===== config.mk =====
export PLATFORM = sky130hd
export DESIGN_NAME = strap_latch_decode
export DESIGN_NICKNAME = d
export VERILOG_FILES = /design/src/rtl/slpd_pkg.sv /design/src/rtl/slpd_sync.sv /design/src/rtl/slpd_capture.sv /design/src/rtl/slpd_decode.sv /design/src/rtl/strap_latch_decode.sv
export SDC_FILE = /design/constraint.sdc
export NUM_CORES = 1
export LEC_CHECK = 0
export BUFFER_PORTS_ARGS = -buffer_cell sky130_fd_sc_hd__buf_2
export CAP_MARGIN = 20
export CORE_MARGIN = 2
export CORE_UTILIZATION = 23
export CTS_BUF_LIST = sky130_fd_sc_hd__clkbuf_16
export CTS_CLUSTER_SIZE = 12
export DETAILED_ROUTE_END_ITERATION = 8
export HOLD_SLACK_MARGIN = 0.12
export PLACE_DENSITY_LB_ADDON = 0.1
export SYNTH_ARGS = -nofsm -noshare
export SYNTH_HDL_FRONTEND = slang
export SYNTH_HIERARCHICAL = 1
export SYNTH_SLANG_ARGS = --single-unit

===== constraint.sdc =====
create_clock -name clk -period 1.76 [get_ports clk]
set_input_delay 0.352 -clock clk [delete_from_list [all_inputs] [get_ports clk]]
set_output_delay 0.352 -clock clk [all_outputs]
set_load 0.01 [all_outputs]

===== src/rtl/slpd_pkg.sv =====
package slpd_pkg;
   typedef enum logic [1:0] {
      CK_NOM  = 2'd0,
      CK_FAST = 2'd1,
      CK_REF  = 2'd2,
      CK_OFF  = 2'd3
   } ck_sel_e;

   typedef enum logic [1:0] {
      LV_LOW  = 2'd0,
      LV_MID  = 2'd1,
      LV_HIGH = 2'd2,
      LV_BAD  = 2'd3
   } lvl_e;

   // bit positions in the synchronized pin vector
   localparam int PIN_A   = 0;
   localparam int PIN_B   = 1;
   localparam int PIN_CLO = 2;
   localparam int PIN_CHI = 3;
   localparam int PIN_DBG = 4;
   localparam int PIN_PG  = 5;
   localparam int PINS_W  = 6;
   localparam int CODE_W  = 4;
endpackage


===== src/rtl/slpd_sync.sv =====
module slpd_sync #(
   parameter int          W       = 1,
   parameter int          STAGES  = 2,
   parameter logic [W-1:0] RST_VAL = '0
) (
   input  logic         clk,
   input  logic         rst_n,
   input  logic [W-1:0] d,
   output logic [W-1:0] q
);
   logic [W-1:0] stg [STAGES];

   if (STAGES < 2) begin : g_bad_depth
      $error("slpd_sync: STAGES must be at least 2");
   end

   for (genvar i = 0; i < STAGES; i++) begin : g_stage
      if (i == 0) begin : g_first
         always_ff @(posedge clk or negedge rst_n) begin
            if (!rst_n) stg[0] <= RST_VAL;
            else        stg[0] <= d;
         end
      end else begin : g_next
         always_ff @(posedge clk or negedge rst_n) begin
            if (!rst_n) stg[i] <= RST_VAL;
            else        stg[i] <= stg[i-1];
         end
      end
   end

   assign q = stg[STAGES-1];
endmodule


===== src/rtl/slpd_capture.sv =====
module slpd_capture
   import slpd_pkg::*;
#(
   parameter bit TEST_REARM = 1'b1
) (
   input  logic              clk,
   input  logic              rst_n,
   input  logic              pg_s,
   input  logic              dbg_s,
   input  logic [CODE_W-1:0] code_s,
   output logic              captured,
   output logic [CODE_W-1:0] code_q,
   output logic              dbg_q,
   output logic              test_act,
   output logic              pd
);
   logic reopen;
   logic load;

   assign test_act = captured && (code_q[CODE_W-1 -: 2] == LV_HIGH);

   if (TEST_REARM) begin : g_rearm
      assign reopen = test_act;
   end else begin : g_oneshot
      assign reopen = 1'b0;
   end

   assign load = !pg_s && (!captured || reopen);

   always_ff @(posedge clk or negedge rst_n) begin
      if (!rst_n) begin
         captured <= 1'b0;
         code_q   <= '0;
         dbg_q    <= 1'b0;
      end else if (load) begin
         captured <= 1'b1;
         code_q   <= code_s;
         dbg_q    <= dbg_s;
      end
   end

   assign pd = captured && pg_s && !test_act;
endmodule


===== src/rtl/slpd_decode.sv =====
module slpd_decode
   import slpd_pkg::*;
#(
   parameter int DIV_W       = 5,
   parameter int CPU_REF_DIV = 2,
   parameter int SRC_REF_DIV = 8,
   parameter int PCI_REF_DIV = 24
) (
   input  logic              valid,
   input  logic [CODE_W-1:0] code,
   output ck_sel_e           cpu_sel,
   output ck_sel_e           src_sel,
   output logic [DIV_W-1:0]  cpu_div,
   output logic [DIV_W-1:0]  src_div,
   output logic [DIV_W-1:0]  pci_div,
   output logic              hiz,
   output logic              tmode,
   output logic              rsv
);
   localparam logic [DIV_W-1:0] CPU_D = DIV_W'(CPU_REF_DIV);
   localparam logic [DIV_W-1:0] SRC_D = DIV_W'(SRC_REF_DIV);
   localparam logic [DIV_W-1:0] PCI_D = DIV_W'(PCI_REF_DIV);

   always_comb begin
      cpu_sel = CK_NOM;
      src_sel = CK_NOM;
      cpu_div = '0;
      src_div = '0;
      pci_div = '0;
      hiz     = 1'b0;
      tmode   = 1'b0;
      rsv     = 1'b0;
      if (valid) begin
         casez (code)
            4'b0101: ;
            4'b0001: cpu_sel = CK_FAST;
            4'b100?: begin
               tmode   = 1'b1;
               hiz     = 1'b1;
               cpu_sel = CK_OFF;
               src_sel = CK_OFF;
            end
            4'b101?: begin
               tmode   = 1'b1;
               cpu_sel = CK_REF;
               src_sel = CK_REF;
               cpu_div = CPU_D;
               src_div = SRC_D;
               pci_div = PCI_D;
            end
            default: rsv = 1'b1;
         endcase
      end
   end
endmodule


===== src/rtl/strap_latch_decode.sv =====
module strap_latch_decode
   import slpd_pkg::*;
#(
   parameter int SYNC_STAGES = 2,
   parameter int DIV_W       = 5,
   parameter int CPU_REF_DIV = 2,
   parameter int SRC_REF_DIV = 8,
   parameter int PCI_REF_DIV = 24,
   parameter bit TEST_REARM  = 1'b1
) (
   input  logic             clk,
   input  logic             rst_n,
   input  logic             pg_pin,
   input  logic             dbg_en,
   input  logic [1:0]       fs_c,
   input  logic             fs_b,
   input  logic             fs_a,
   output logic             sel_valid,
   output logic [3:0]       fs_latched,
   output logic [1:0]       cpu_sel,
   output logic [1:0]       src_sel,
   output logic [DIV_W-1:0] cpu_div,
   output logic [DIV_W-1:0] src_div,
   output logic [DIV_W-1:0] pci_div,
   output logic             hiz_req,
   output logic             test_mode,
   output logic             cpu2_route,
   output logic             pwr_down,
   output logic             rsv_err
);
   localparam logic [PINS_W-1:0] PIN_RST = PINS_W'(1) << PIN_PG;
   localparam int DIV_MAX = (1 << DIV_W) - 1;

   if (CPU_REF_DIV > DIV_MAX || SRC_REF_DIV > DIV_MAX || PCI_REF_DIV > DIV_MAX)
   begin : g_div_fit
      $error("strap_latch_decode: a reference divisor does not fit DIV_W");
   end

   logic [PINS_W-1:0] pins_raw, pins_s;
   logic [CODE_W-1:0] code_q;
   logic              captured, dbg_q, test_act, pd;
   logic              dec_tm;
   ck_sel_e           cpu_e, src_e;

   assign pins_raw = {pg_pin, dbg_en, fs_c, fs_b, fs_a};

   slpd_sync #(
      .W       (PINS_W),
      .STAGES  (SYNC_STAGES),
      .RST_VAL (PIN_RST)
   ) u_sync (
      .clk   (clk),
      .rst_n (rst_n),
      .d     (pins_raw),
      .q     (pins_s)
   );

   slpd_capture #(
      .TEST_REARM (TEST_REARM)
   ) u_cap (
      .clk      (clk),
      .rst_n    (rst_n),
      .pg_s     (pins_s[PIN_PG]),
      .dbg_s    (pins_s[PIN_DBG]),
      .code_s   (pins_s[CODE_W-1:0]),
      .captured (captured),
      .code_q   (code_q),
      .dbg_q    (dbg_q),
      .test_act (test_act),
      .pd       (pd)
   );

   slpd_decode #(
      .DIV_W       (DIV_W),
      .CPU_REF_DIV (CPU_REF_DIV),
      .SRC_REF_DIV (SRC_REF_DIV),
      .PCI_REF_DIV (PCI_REF_DIV)
   ) u_dec (
      .valid   (captured),
      .code    (code_q),
      .cpu_sel (cpu_e),
      .src_sel (src_e),
      .cpu_div (cpu_div),
      .src_div (src_div),
      .pci_div (pci_div),
      .hiz     (hiz_req),
      .tmode   (dec_tm),
      .rsv     (rsv_err)
   );

   assign sel_valid  = captured;
   assign fs_latched = code_q;
   assign cpu_sel    = cpu_e;
   assign src_sel    = src_e;
   assign test_mode  = dec_tm && test_act;
   assign cpu2_route = dbg_q;
   assign pwr_down   = pd;
endmodule


==> results.md, run 1 <==
- Row count: 21
- Setup_tns: 0 ns
- Floorplan core area: 3363 µm²
- Synth Area in XOR/XNOR: 0%
- LEAKAGE: between 0.4 and 0.5 nW
- Worst Path Arrival: 1.29 ns
- Mapped Area: 813.3 µm²
- Skew final: 0.002501 ns
- # clock sinks: 18
- Pwr dens: 960.4 nW/µm²
- Fin area: 952.2 µm²
- Mapped Cells: 68
- Status: completed
- Initial drt markers: 15
- Clock root cell: clkbuf_16
- Max Slew Vio Count: 0
- VDD IR max: 0.4588 mV
- Vias in the first global route: 368
- Share of cells above drive strength 1: 45.88%
- Diode count: 0
- Ranking of synthesized cells by area: dfrtp_1 49%, buf_4 21%, dfstp_2 6.5%, mux2_2 4.2%, nor2_1 2.8%
- # setup viols final: 0
- Grt total ovfl: 0
- Postcts setup bufs: 0
- CTS tree: yes
- Final period util: around 93%
- F_max: just over 600 MHz
- I/O Buffers: 25
- Fin. Hold Viols: 0
- DR pass1 iterations: 4
- Post-Synth Simple-Gate Area: 12.15%
- Routed via count: 454
- Fillers: 380
- Drt total wl: 1.211 mm
- Largest family of logic cells by synthesized area: buffers and inverters
- Crit start category: flip-flop
- Area post-placement: 860.8 µm²
- Yosys top cell area share: about 49%
- Placed insts: between 100 and 150
- Flop and latch count out of synthesis: 18
- Adder-cell share of the synthesized area: 0%
- WL/cell: 9.244 µm
- Clock buffer depth: 2
- Die W: 63.47 µm
- DR vias/cell: 3.466
- Area of the multi-input gates: 217.7 µm²
- CTS Buf Count: 3
- Clock slew at reported path FFs: 0.05 ns
- Antenna-violating nets left: 0
- Global-route wire length before repair: 1.883 mm
- Crit Path Max Fanout: 8
- Area fraction in compound gates after synthesis: 5.385%
- Synth cell count leaders: 23 x buf_4, 16 x dfrtp_1, 6 x nor2_1, 3 x mux2_2
- FF/Latch Area: approximately 460 µm²
- Sequential fraction of the synthesis area: between 50% and 60%
- Area growth syn-to-layout: 17.08%
- Io pins: 37
- Setup ws final: 0.1202 ns
- Worst skew pair latency: 0.25 ns
- Die Area: 4028 µm²
- Post-synthesis cell type count: 19
- Synth Area per Inst: 11.96 µm²
- Hpwl dp: 859.6 µm
- Antenna violations before repair: 0
- Critical path required time: 1.41 ns
- Final net count: 94
- Main synth FF type: dfrtp_1
- GPL Wtd Cong: 0.7266
- Crit. End Element: output port
- Ys Warns: 6
- Total GRT Usage: under 10%
- Post-route insts no fill: 131
- Post-layout util: 28.31%
- Worst Hold Class: in -> reg
- Leading area contributor after synthesis: dfrtp_1
- Die outline height: 63.47 µm
- Dpl ws: 0.3052 ns
- Post-route DRC: 0
- RSZ-0062 raised after global routing: false
- Final Critical Period: approximately 1.6 ns
- Mux cell area share after synthesis: under 10%
- EDFF count, synth: 0
- Top-count cell post-synth: buf_4
- Critical path type: reg -> out
- FFs w/ async S/R, synth: 100.0%
- H-tree depth: 1
- MaxCap Viol Count: 0
- Starting Density: 24.18%
- Pin count of the biggest net entering global routing: 19
worst paths after layout:
check / start / to / slack, ns / cells past startpoint
worst min-delay path: pg_pin / u_sync/stg[11] / 0.20 / 1
min in group asynchronous: rst_n / u_sync/stg[6] / 0.56 / 2
max in group asynchronous: rst_n / u_sync/q[5] / 0.88 / 2
worst max-delay path: u_cap/code_q[3] / pci_div[3] / 0.12 / 3
worst min register to register: u_sync/stg[7] / u_sync/q[1] / 0.34 / 0
worst max register to register: u_cap/code_q[2] / u_cap/dbg_q / 0.50 / 3
through the flow:
stage                     hold slack (ns)  power (W)
after global routing               0.2003  0.0009510
final                              0.2038  0.0009144
after detailed placement           0.3078  0.0004729
after floorplan                   0.05641  0.0004822
after CTS                          0.1991  0.0009306
after global placement             0.3066  0.0004728
per-layer routing:
| metal | global-route usage, % | wire length [µm] | share of wire [%] | vias up |
|---|---|---|---|---|
| met5 | 0 | 0 | 0 | - |
| met4 | 4.891 | 13 | 1.1 | 0 |
| met3 | 1.786 | 97 | 8.0 | 2 |
| met2 | 7.237 | 471 | 39 | 30 |
| met1 | 9.122 | 627 | 52 | 205 |
| li1 | - | - | - | 217 |
sequential cells by signal, summed over array words and instances, names as in the netlist:
| name | count |
|---|---|
| u_sync/q | 6 |
| u_sync/stg | 6 |
| u_cap/code_q | 4 |
| u_cap/captured | 1 |
| u_cap/dbg_q | 1 |
cells in the final DEF, fill, tap and decap left out, drive strengths merged:
cell type and n:
nand2 1, mux2 3, nor4b 1, nand2b 3, nor2 6, and2b 1
dfstp 2, clkbuf 3, o21ai 2, o311a 1, conb 11, and2 2
and3b 1, buf 25, dlygate4sd3 1, and3 1, a21oi 1, a211oi 1
dfrtp 16, inv 3
cell families (layout without fill, tap and decap cells):
logic type,after synthesis,count (layout)
simple gates,16,16
buf+inv,25,32
flops,18,18
other cells,1,11
compound gates,5,5
mux,3,3
cell type report:
class                           count  share of cell area [%]
Tap cell                           46                   6.045
Multi-Input combinational cell     35                   22.86
Inverter                            2                  0.7884
Clock buffer                        3                   7.884
Sequential cell                    18                   47.83
Timing Repair Buffer               26                   14.19
Clock inverter                      1                  0.3942
what timing repair did:
| action | in CTS | in global routing |
|---|---|---|
| hold buffers | 1 | 0 |
| gates resized for setup | 0 | 2 |
| hold endpoints to repair | 16 | 0 |
| setup endpoints to repair | 0 | 6 |
power by group:
group          total (W)  switching [W]  leakage [nW]  internal, W
combinational  0.0000310      0.0000216         0.234   0.00000943
clock           0.000448       0.000146        0.0423     0.000301
sequential      0.000436     0.00000558         0.214     0.000430
total           0.000914       0.000173         0.491     0.000741
critical path, cell delays in order, from the launching register on:
cell	delay (ns)
dfrtp_2	0.46
and3b_2	0.26
and2_1	0.18
buf_2	0.14
Power figures use the tool's default switching activity.
==> run 2: changes to the inputs <==
--- a/config.mk
+++ b/config.mk
@@ -14,6 +14,7 @@
 export DETAILED_ROUTE_END_ITERATION = 8
 export HOLD_SLACK_MARGIN = 0.12
 export PLACE_DENSITY_LB_ADDON = 0.1
+export REMOVE_ABC_BUFFERS = 1
 export SYNTH_ARGS = -nofsm -noshare
 export SYNTH_HDL_FRONTEND = slang
 export SYNTH_HIERARCHICAL = 1
==> run 2 against run 1 <==
  * Sequential power barely moved
  * Sequential share of layout area down 0.069 points
  * Non-clock buffer count is the same
  * Clock skew shrank 0.0013 ns
  * Power shrank 0.32%
  * Utilization is essentially flat
  * Via count unchanged
  * Critical path depth did not move
  * Worst setup slack lost 0.027 ns
  * Hold slack gained 0.0011 ns
  * Critical path type unchanged
  * Critical endpoint unchanged
  * Highest routed layer unchanged
==> results.md, run 2 (same netlist as run 1, synthesis figures left out) <==
- Commonest non-fill, non-tap cells in the layout: 25 x buf_2, 15 x dfrtp_1, 11 x conb_1
- CP max stage delay: 0.46 ns (about the same)
- Commonest non-fill, non-tap cell in the layout: buf_2
- Initial drt markers: 2 (-13)
- # setup viols final: 0 (unchanged)
- Die outline height: 63.47 µm (unchanged)
- Final Critical Period: 1.667 ns (+0.02748 ns)
- Routed via count: 454 (unchanged)
- Share of cells above drive strength 1: 44.71% (-1.2 points)
- LEAKAGE: 0.4888 nW (-0.42%)
- Worst R2R Path Depth: 3 (unchanged)
- Die Area: 4028 µm² (unchanged)
- Clock buffer depth: 2 (unchanged)
- Clock slew at reported path FFs: 0.05 ns (about the same)
- Starting Density: 24.18% (unchanged)
- Vias in the first global route: 422 (+15%)
- Antenna-violating nets left: 0 (unchanged)
- VDD IR max: 0.4743 mV (+3.4%)
- Crit start category: flip-flop
- Crit. End Element: output port
- Dpl ws: 0.2734 ns (-0.03179 ns)
- Io pins: 37 (unchanged)
- Pwr dens: 958.6 nW/µm² (-0.18%)
- Hold Path Origin: pg_pin
- GPL Wtd Cong: 0.6653 (-8.4%)
- CTS tree: yes
- F_max: 599.8 MHz (-1.6%)
- R2R Setup Slk: 0.47 ns (-0.03 ns)
- WL/cell: 9.359 µm (+1.2%)
- H-tree depth: 1 (unchanged)
- CTS Buf Count: 3 (unchanged)
- CP Cell Sequence: and3b_2, and2_1, buf_2
- Fin Hold WS: 0.2049 ns (+0.001071 ns)
- Skew final: 0.001153 ns (-0.001348 ns)
- Pin count of the biggest net entering global routing: 19 (unchanged)
- Worst r2r dst: u_cap/code_q[1]
- Status: completed
- DR vias/cell: 3.466 (unchanged)
- Worst path slowest cell: dfrtp_1
- Drt total wl: 1.226 mm (+1.2%)
- Final net count: 94 (unchanged)
- Worst Hold Class: in -> reg
- Setup ws final: 0.09270 ns (-0.02748 ns)
- Max Slew Vio Count: 0 (unchanged)
- Clock root cell: clkbuf_16
- Postcts setup bufs: 0 (unchanged)
- Grt total ovfl: 0 (unchanged)
- Diode count: 0 (unchanged)
- # clock sinks: 18 (unchanged)
- Worst skew pair latency: 0.24 ns (about the same)
- Terminating pin of the worst hold path: u_sync/stg[11]
- Floorplan core area: 3363 µm² (unchanged)
- Total GRT Usage: 6.639% (+0.45 points)
- Final period util: 94.73% (+1.6 points)
- Critical path type: reg -> out
- Worst Path Arrival: 1.32 ns (+0.03 ns)
- CP Launch Point: u_cap/code_q[3]
- Setup_tns: 0 ns (unchanged)
- Post-route DRC: 0 (unchanged)
- Crit Path Max Fanout: 8 (unchanged)
- DR pass1 iterations: 2 (-2)
- RR Startpoint: u_cap/code_q[2]
- Hold Path Depth: 1 (unchanged)
- Area growth syn-to-layout: 16.92%
- MaxCap Viol Count: 0 (unchanged)
- Critical path required time: 1.41 ns (about the same)
- Global-route wire length before repair: 1.938 mm (+2.9%)
- Die W: 63.47 µm (unchanged)
- I/O Buffers: 25 (unchanged)
- Antenna violations before repair: 0 (unchanged)
- RSZ-0062 raised after global routing: false
- Row count: 21 (unchanged)
- Fillers: 364 (-4.2%)
- Fin. Hold Viols: 0 (unchanged)
-- run 2: changes by cell type in the layout (fill, tap and decap cells not counted) --
cell      delta
clkinv_1     +1
dfrtp_1      +1
dfrtp_2      -1
inv_1        -1
-- run 2: where the power goes --
part,leakage [nW],internal (W),switching [W],total [W]
clock network,0.0385,0.000301,0.000143,0.000444
logic,0.234,0.00000944,0.0000219,0.0000314
registers,0.216,0.000430,0.00000541,0.000436
-- run 2: repair_timing --
action / in CTS / in global routing
resized for setup: 0 / 1
hold buffers: 1 / 0
hold endpoints to repair: 16 / 0
endpoints found under the setup margin: 0 / 6
-- run 2: worst max path at each step --
stage	end	slack (ns)
detailed placement	pci_div[3]	0.27
floorplan	cpu_div[1]	0.20
global route	pci_div[4]	0.02
global placement	pci_div[4]	0.30
finish	pci_div[3]	0.09
CTS	pci_div[3]	0.005
-- run 2: cell type report --
| class | count | area [µm²] | share of cell area, % |
|---|---|---|---|
| Inverter | 2 | 7.507 | 0.7895 |
| Multi-Input combinational cell | 35 | 217.7 | 22.89 |
| Clock inverter | 1 | 3.754 | 0.3947 |
| Sequential cell | 18 | 454.2 | 47.76 |
| Tap cell | 46 | 57.56 | 6.053 |
| Clock buffer | 3 | 75.07 | 7.895 |
| Timing Repair Buffer | 26 | 135.1 | 14.21 |
-- run 2: per-layer routing --
| layer | part of all wire (%) | track usage (%) |
|---|---|---|
| met5 | 0 | 0 |
| met4 | 1.5 | 5.707 |
| met3 | 7.9 | 1.786 |
| met2 | 48 | 10.66 |
| met1 | 42 | 7.183 |
-- run 2: critical path: cells and delay by family (launching register included) --
kind                   cells  cell delay (ns)
buffers and inverters      1             0.14
DFF                        1             0.46
and+or+nand+nor            2             0.47
-- run 2: through the flow --
step | std cells | util, % | area [µm²] | power (W)
6_report | 131 | 28.27 | 950.9 | 0.0009115
5_1_grt | 131 | 28.27 | 950.9 | 0.0009578
4_1_cts | 131 | 28.24 | 949.7 | 0.0009284
3_5_place_dp | 126 | 25.60 | 860.8 | 0.0004732
3_3_place_gp | 126 | 25.60 | 860.8 | 0.0004723
2_1_floorplan | 55 | - | 678.2 | 0.0004546
==> run 3: changes to the inputs <==
--- a/config.mk
+++ b/config.mk
@@ -9,7 +9,7 @@
 export CAP_MARGIN = 20
 export CORE_MARGIN = 2
 export CORE_UTILIZATION = 23
-export CTS_BUF_LIST = sky130_fd_sc_hd__clkbuf_16
+export CTS_BUF_LIST = sky130_fd_sc_hd__clkbuf_8
 export CTS_CLUSTER_SIZE = 12
 export DETAILED_ROUTE_END_ITERATION = 8
 export HOLD_SLACK_MARGIN = 0.12
@@ -17,5 +17,4 @@
 export REMOVE_ABC_BUFFERS = 1
 export SYNTH_ARGS = -nofsm -noshare
 export SYNTH_HDL_FRONTEND = slang
-export SYNTH_HIERARCHICAL = 1
 export SYNTH_SLANG_ARGS = --single-unit
==> run 3 against run 2 <==
  * Sequential share of layout area rose by 0.84 points
  * Cell count shrank 0.76%
  * Critical endpoint is now hiz_req
  * Synthesized cell count down 10%
  * Clock power shrank 25%
  * Largest power group is now registers
  * Clock skew is 0.0023 ns higher
  * Maximum frequency decreased by 1.3%
  * First-iteration DRC count grew to 6.0 times the previous value
  * Global-route usage grew 0.57 points
  * Non-clock buffer count up 2
==> results.md, run 3 <==
- CTS Buf Count: 3 (unchanged)
- Ranking of synthesized cells by area: dfrtp_1 53%, buf_4 16%, dfstp_2 6.9%, mux2_1 4.5%, nor2_1 2.5%
- Clock buffer depth: 2 (unchanged)
- Die Area: 3772 µm² (-6.4%)
- Setup_tns: 0 ns (unchanged)
- CTS tree: yes
- Sw power: 0.0001595 W (-6.3%)
- F_max: 592.0 MHz (-1.3%)
- CP Cell Sequence: and2b_1, and2_4, nor2b_2, buf_2
- Logic pwr share: 3.9% (+0.5 points)
- Ys Warns: 0 (-6)
- Grt total ovfl: 0 (unchanged)
- Starting Density: 24.44% (+0.25 points)
- FFs w/ async S/R, synth: 100.0% (unchanged)
- Sequential share of power: 54.6% (+6.8 points)
- Crit. End Element: output port
- Fillers: 337 (-7.4%)
- Area growth syn-to-layout: 23.93%
- Post-synthesis cell type count: 19 (unchanged)
- Worst r2r dst: u_cap.dbg_q
- Status: completed
- Internal: 0.0006371 W (-14%)
- Worst Hold Class: in -> reg
- DR pass1 iterations: 3 (+1)
- Crit Path Max Fanout: 7 (-1)
- VDD IR max: 0.3887 mV (-18%)
- Synth cell count leaders: 16 x buf_4, 16 x dfrtp_1, 5 x nor2_1, 3 x mux2_1
- Hold Path Origin: pg_pin
- Post-route DRC: 0 (unchanged)
- Diode count: 0 (unchanged)
- DR vias/cell: 3.500 (+0.99%)
- MaxCap Viol Count: 0 (unchanged)
- Clock share of power: 41.5% (-7.3 points)
- Post-layout util: 30.28% (+2.0 points)
- Clock slew at reported path FFs: 0.07 ns (+0.02 ns)
- Vias in the first global route: 413 (-2.1%)
- Mapped Area: 758.2 µm² (-6.8%)
- Crit start category: flip-flop
- WL/cell: 9.485 µm (+1.3%)
- Leading area contributor after synthesis: dfrtp_1
- # clock sinks: 18 (unchanged)
- CP delay by family, top: simple AND/OR/NAND/NOR gates
- Placed insts: 123 (-2.4%)
- Io pins: 37 (unchanged)
- Worst skew pair latency: 0.25 ns (about the same)
- Setup ws final: 0.07082 ns (-0.02188 ns)
- Antenna violations before repair: 0 (unchanged)
- Dpl ws: 0.2874 ns (+0.01396 ns)
- EDFF count, synth: 0 (unchanged)
- R2R Setup Slk: 0.41 ns (-0.06 ns)
- Fin. Hold Viols: 0 (unchanged)
- Setup crit end: hiz_req
- Main synth FF type: dfrtp_1
- Critical path type: reg -> out
- Worst R2R Path Depth: 4 (+1)
- Yosys top cell area share: 52.81% (+3.6 points)
- Final net count: 95 (+1.1%)
- Pwr dens: 847.8 nW/µm² (-12%)
- Die W: 61.42 µm (-3.2%)
- Antenna-violating nets left: 0 (unchanged)
- # setup viols final: 0 (unchanged)
- H-tree depth: 1 (unchanged)
- Floorplan core area: 3103 µm² (-7.7%)
- Hpwl dp: 846.6 µm
- RR Startpoint: u_cap.code_q[2]
- CP max stage delay: 0.45 ns (about the same)
- Flop and latch count out of synthesis: 18 (unchanged)
- Global-route wire length before repair: 1.835 mm (-5.3%)
- Clock root cell: clkbuf_8
- Skew final: 0.003465 ns (+0.002312 ns)
- CP Launch Point: u_cap.code_q[3]
- Initial drt markers: 12 (+10)
- Die outline height: 61.42 µm (-3.2%)
- Routed via count: 455 (+0.22%)
- Worst path slowest cell: dfrtp_2
- Drt total wl: 1.233 mm (+0.57%)
- Worst Path Arrival: 1.34 ns (+0.02 ns)
- Post-route insts no fill: 130 (-0.76%)
- Critical path required time: 1.41 ns (about the same)
- Share of cells above drive strength 1: 46.51% (+1.8 points)
- Area of the multi-input gates: 222.7 µm² (+2.3%)
- Crit path buf inv count: 1 (unchanged)
- Commonest non-fill, non-tap cell in the layout: buf_2
- Synth Area per Inst: 12.43 µm² (+3.9%)
- WP depth: 4 (+1)
- Pin count of the biggest net entering global routing: 19 (unchanged)
- LEAKAGE: 0.4871 nW (-0.34%)
- FF/Latch Area: 456.7 µm² (+0.55%)
- I/O Buffers: 25 (unchanged)
- Sequential fraction of the synthesis area: 59.74% (+4.0 points)
- Commonest non-fill, non-tap cells in the layout: 25 x buf_2, 13 x dfrtp_1, 11 x conb_1
- RSZ-0062 raised after global routing: false
- Net Sw Frac: 20.03% (+1.3 points)
- Fin Hold WS: 0.1979 ns (-0.006945 ns)
- Row count: 20 (-4.8%)
- Final Critical Period: 1.689 ns (+0.02188 ns)
- Final period util: 95.98% (+1.2 points)
- Mapped Cells: 61 (-10%)
- Total GRT Usage: 7.205% (+0.57 points)
- GPL Wtd Cong: 0.6116 (-8.1%)
- Max Slew Vio Count: 0 (unchanged)
run 3: cell families (layout without fill, tap and decap cells):
logic type             after synthesis  count (layout)  share of synthesized area [%]
muxes                                3               3                          4.455
other                                1              11                         0.4946
AOI/OAI and AO/OA                    5               5                          5.116
DFF                                 18              18                          59.74
buffers and inverters               17              32                          16.50
and+or+nand+nor                     17              17                          13.70
run 3: power by group through the flow:
stage / combinational, W / clock, W / sequential [W]
2_1_floorplan: 0.0000131 / 0 / 0.000441
3_3_place_gp: 0.0000297 / 0 / 0.000442
3_5_place_dp: 0.0000304 / 0 / 0.000443
4_1_cts: 0.0000320 / 0.000350 / 0.000435
5_1_grt: 0.0000376 / 0.000364 / 0.000436
6_report: 0.0000312 / 0.000331 / 0.000435
run 3: cell type report:
class | count | share of cell area (%)
clock buffers | 4 | 5.859
well taps | 44 | 5.859
multi-input cells | 36 | 23.70
flip-flops and latches | 18 | 48.60
repair buffers | 28 | 15.98
run 3: timing repair:
item | in CTS | in global routing
hold buffers | 1 | 0
setup endpoints to repair | 0 | 3
buffers inserted | 0 | 2
hold endpoints to repair | 16 | 0
gates resized for setup | 0 | 5
run 3: worst reg2reg max path: stages, from the launching register on:
cell and delay, ns:
dfrtp_2 0.43, buf_4 0.14, nand2b_4 0.14, a21oi_4 0.19, mux2_1 0.33
run 3: per-stage QoR:
stage / instance area [µm²] / power (W)
2_1_floorplan: 670.6 / 0.0004544
3_3_place_gp: 850.8 / 0.0004721
3_5_place_dp: 850.8 / 0.0004733
4_1_cts: 915.9 / 0.0008166
5_1_grt: 939.7 / 0.0008374
6_report: 939.7 / 0.0007967
run 3: how the worst min path moves through the flow:
| stage | end | depth (start not counted) |
|---|---|---|
| floorplan | u_cap.captured | 0 |
| global placement | u_sync.stg[8] | 1 |
| detailed placement | u_sync.stg[8] | 1 |
| CTS | u_sync.stg[11] | 1 |
| global route | u_sync.stg[11] | 1 |
| finish | u_sync.stg[11] | 1 |
run 3: routing by layer:
layer	share of wire [%]	up-vias	routed length (µm)	global-route usage (%)
met5	0	-	0	0
li1	-	219	-	-
met2	47	29	582	10.94
met1	42	205	514	8.322
met3	9.7	2	119	1.891
met4	1.4	0	17	6.383
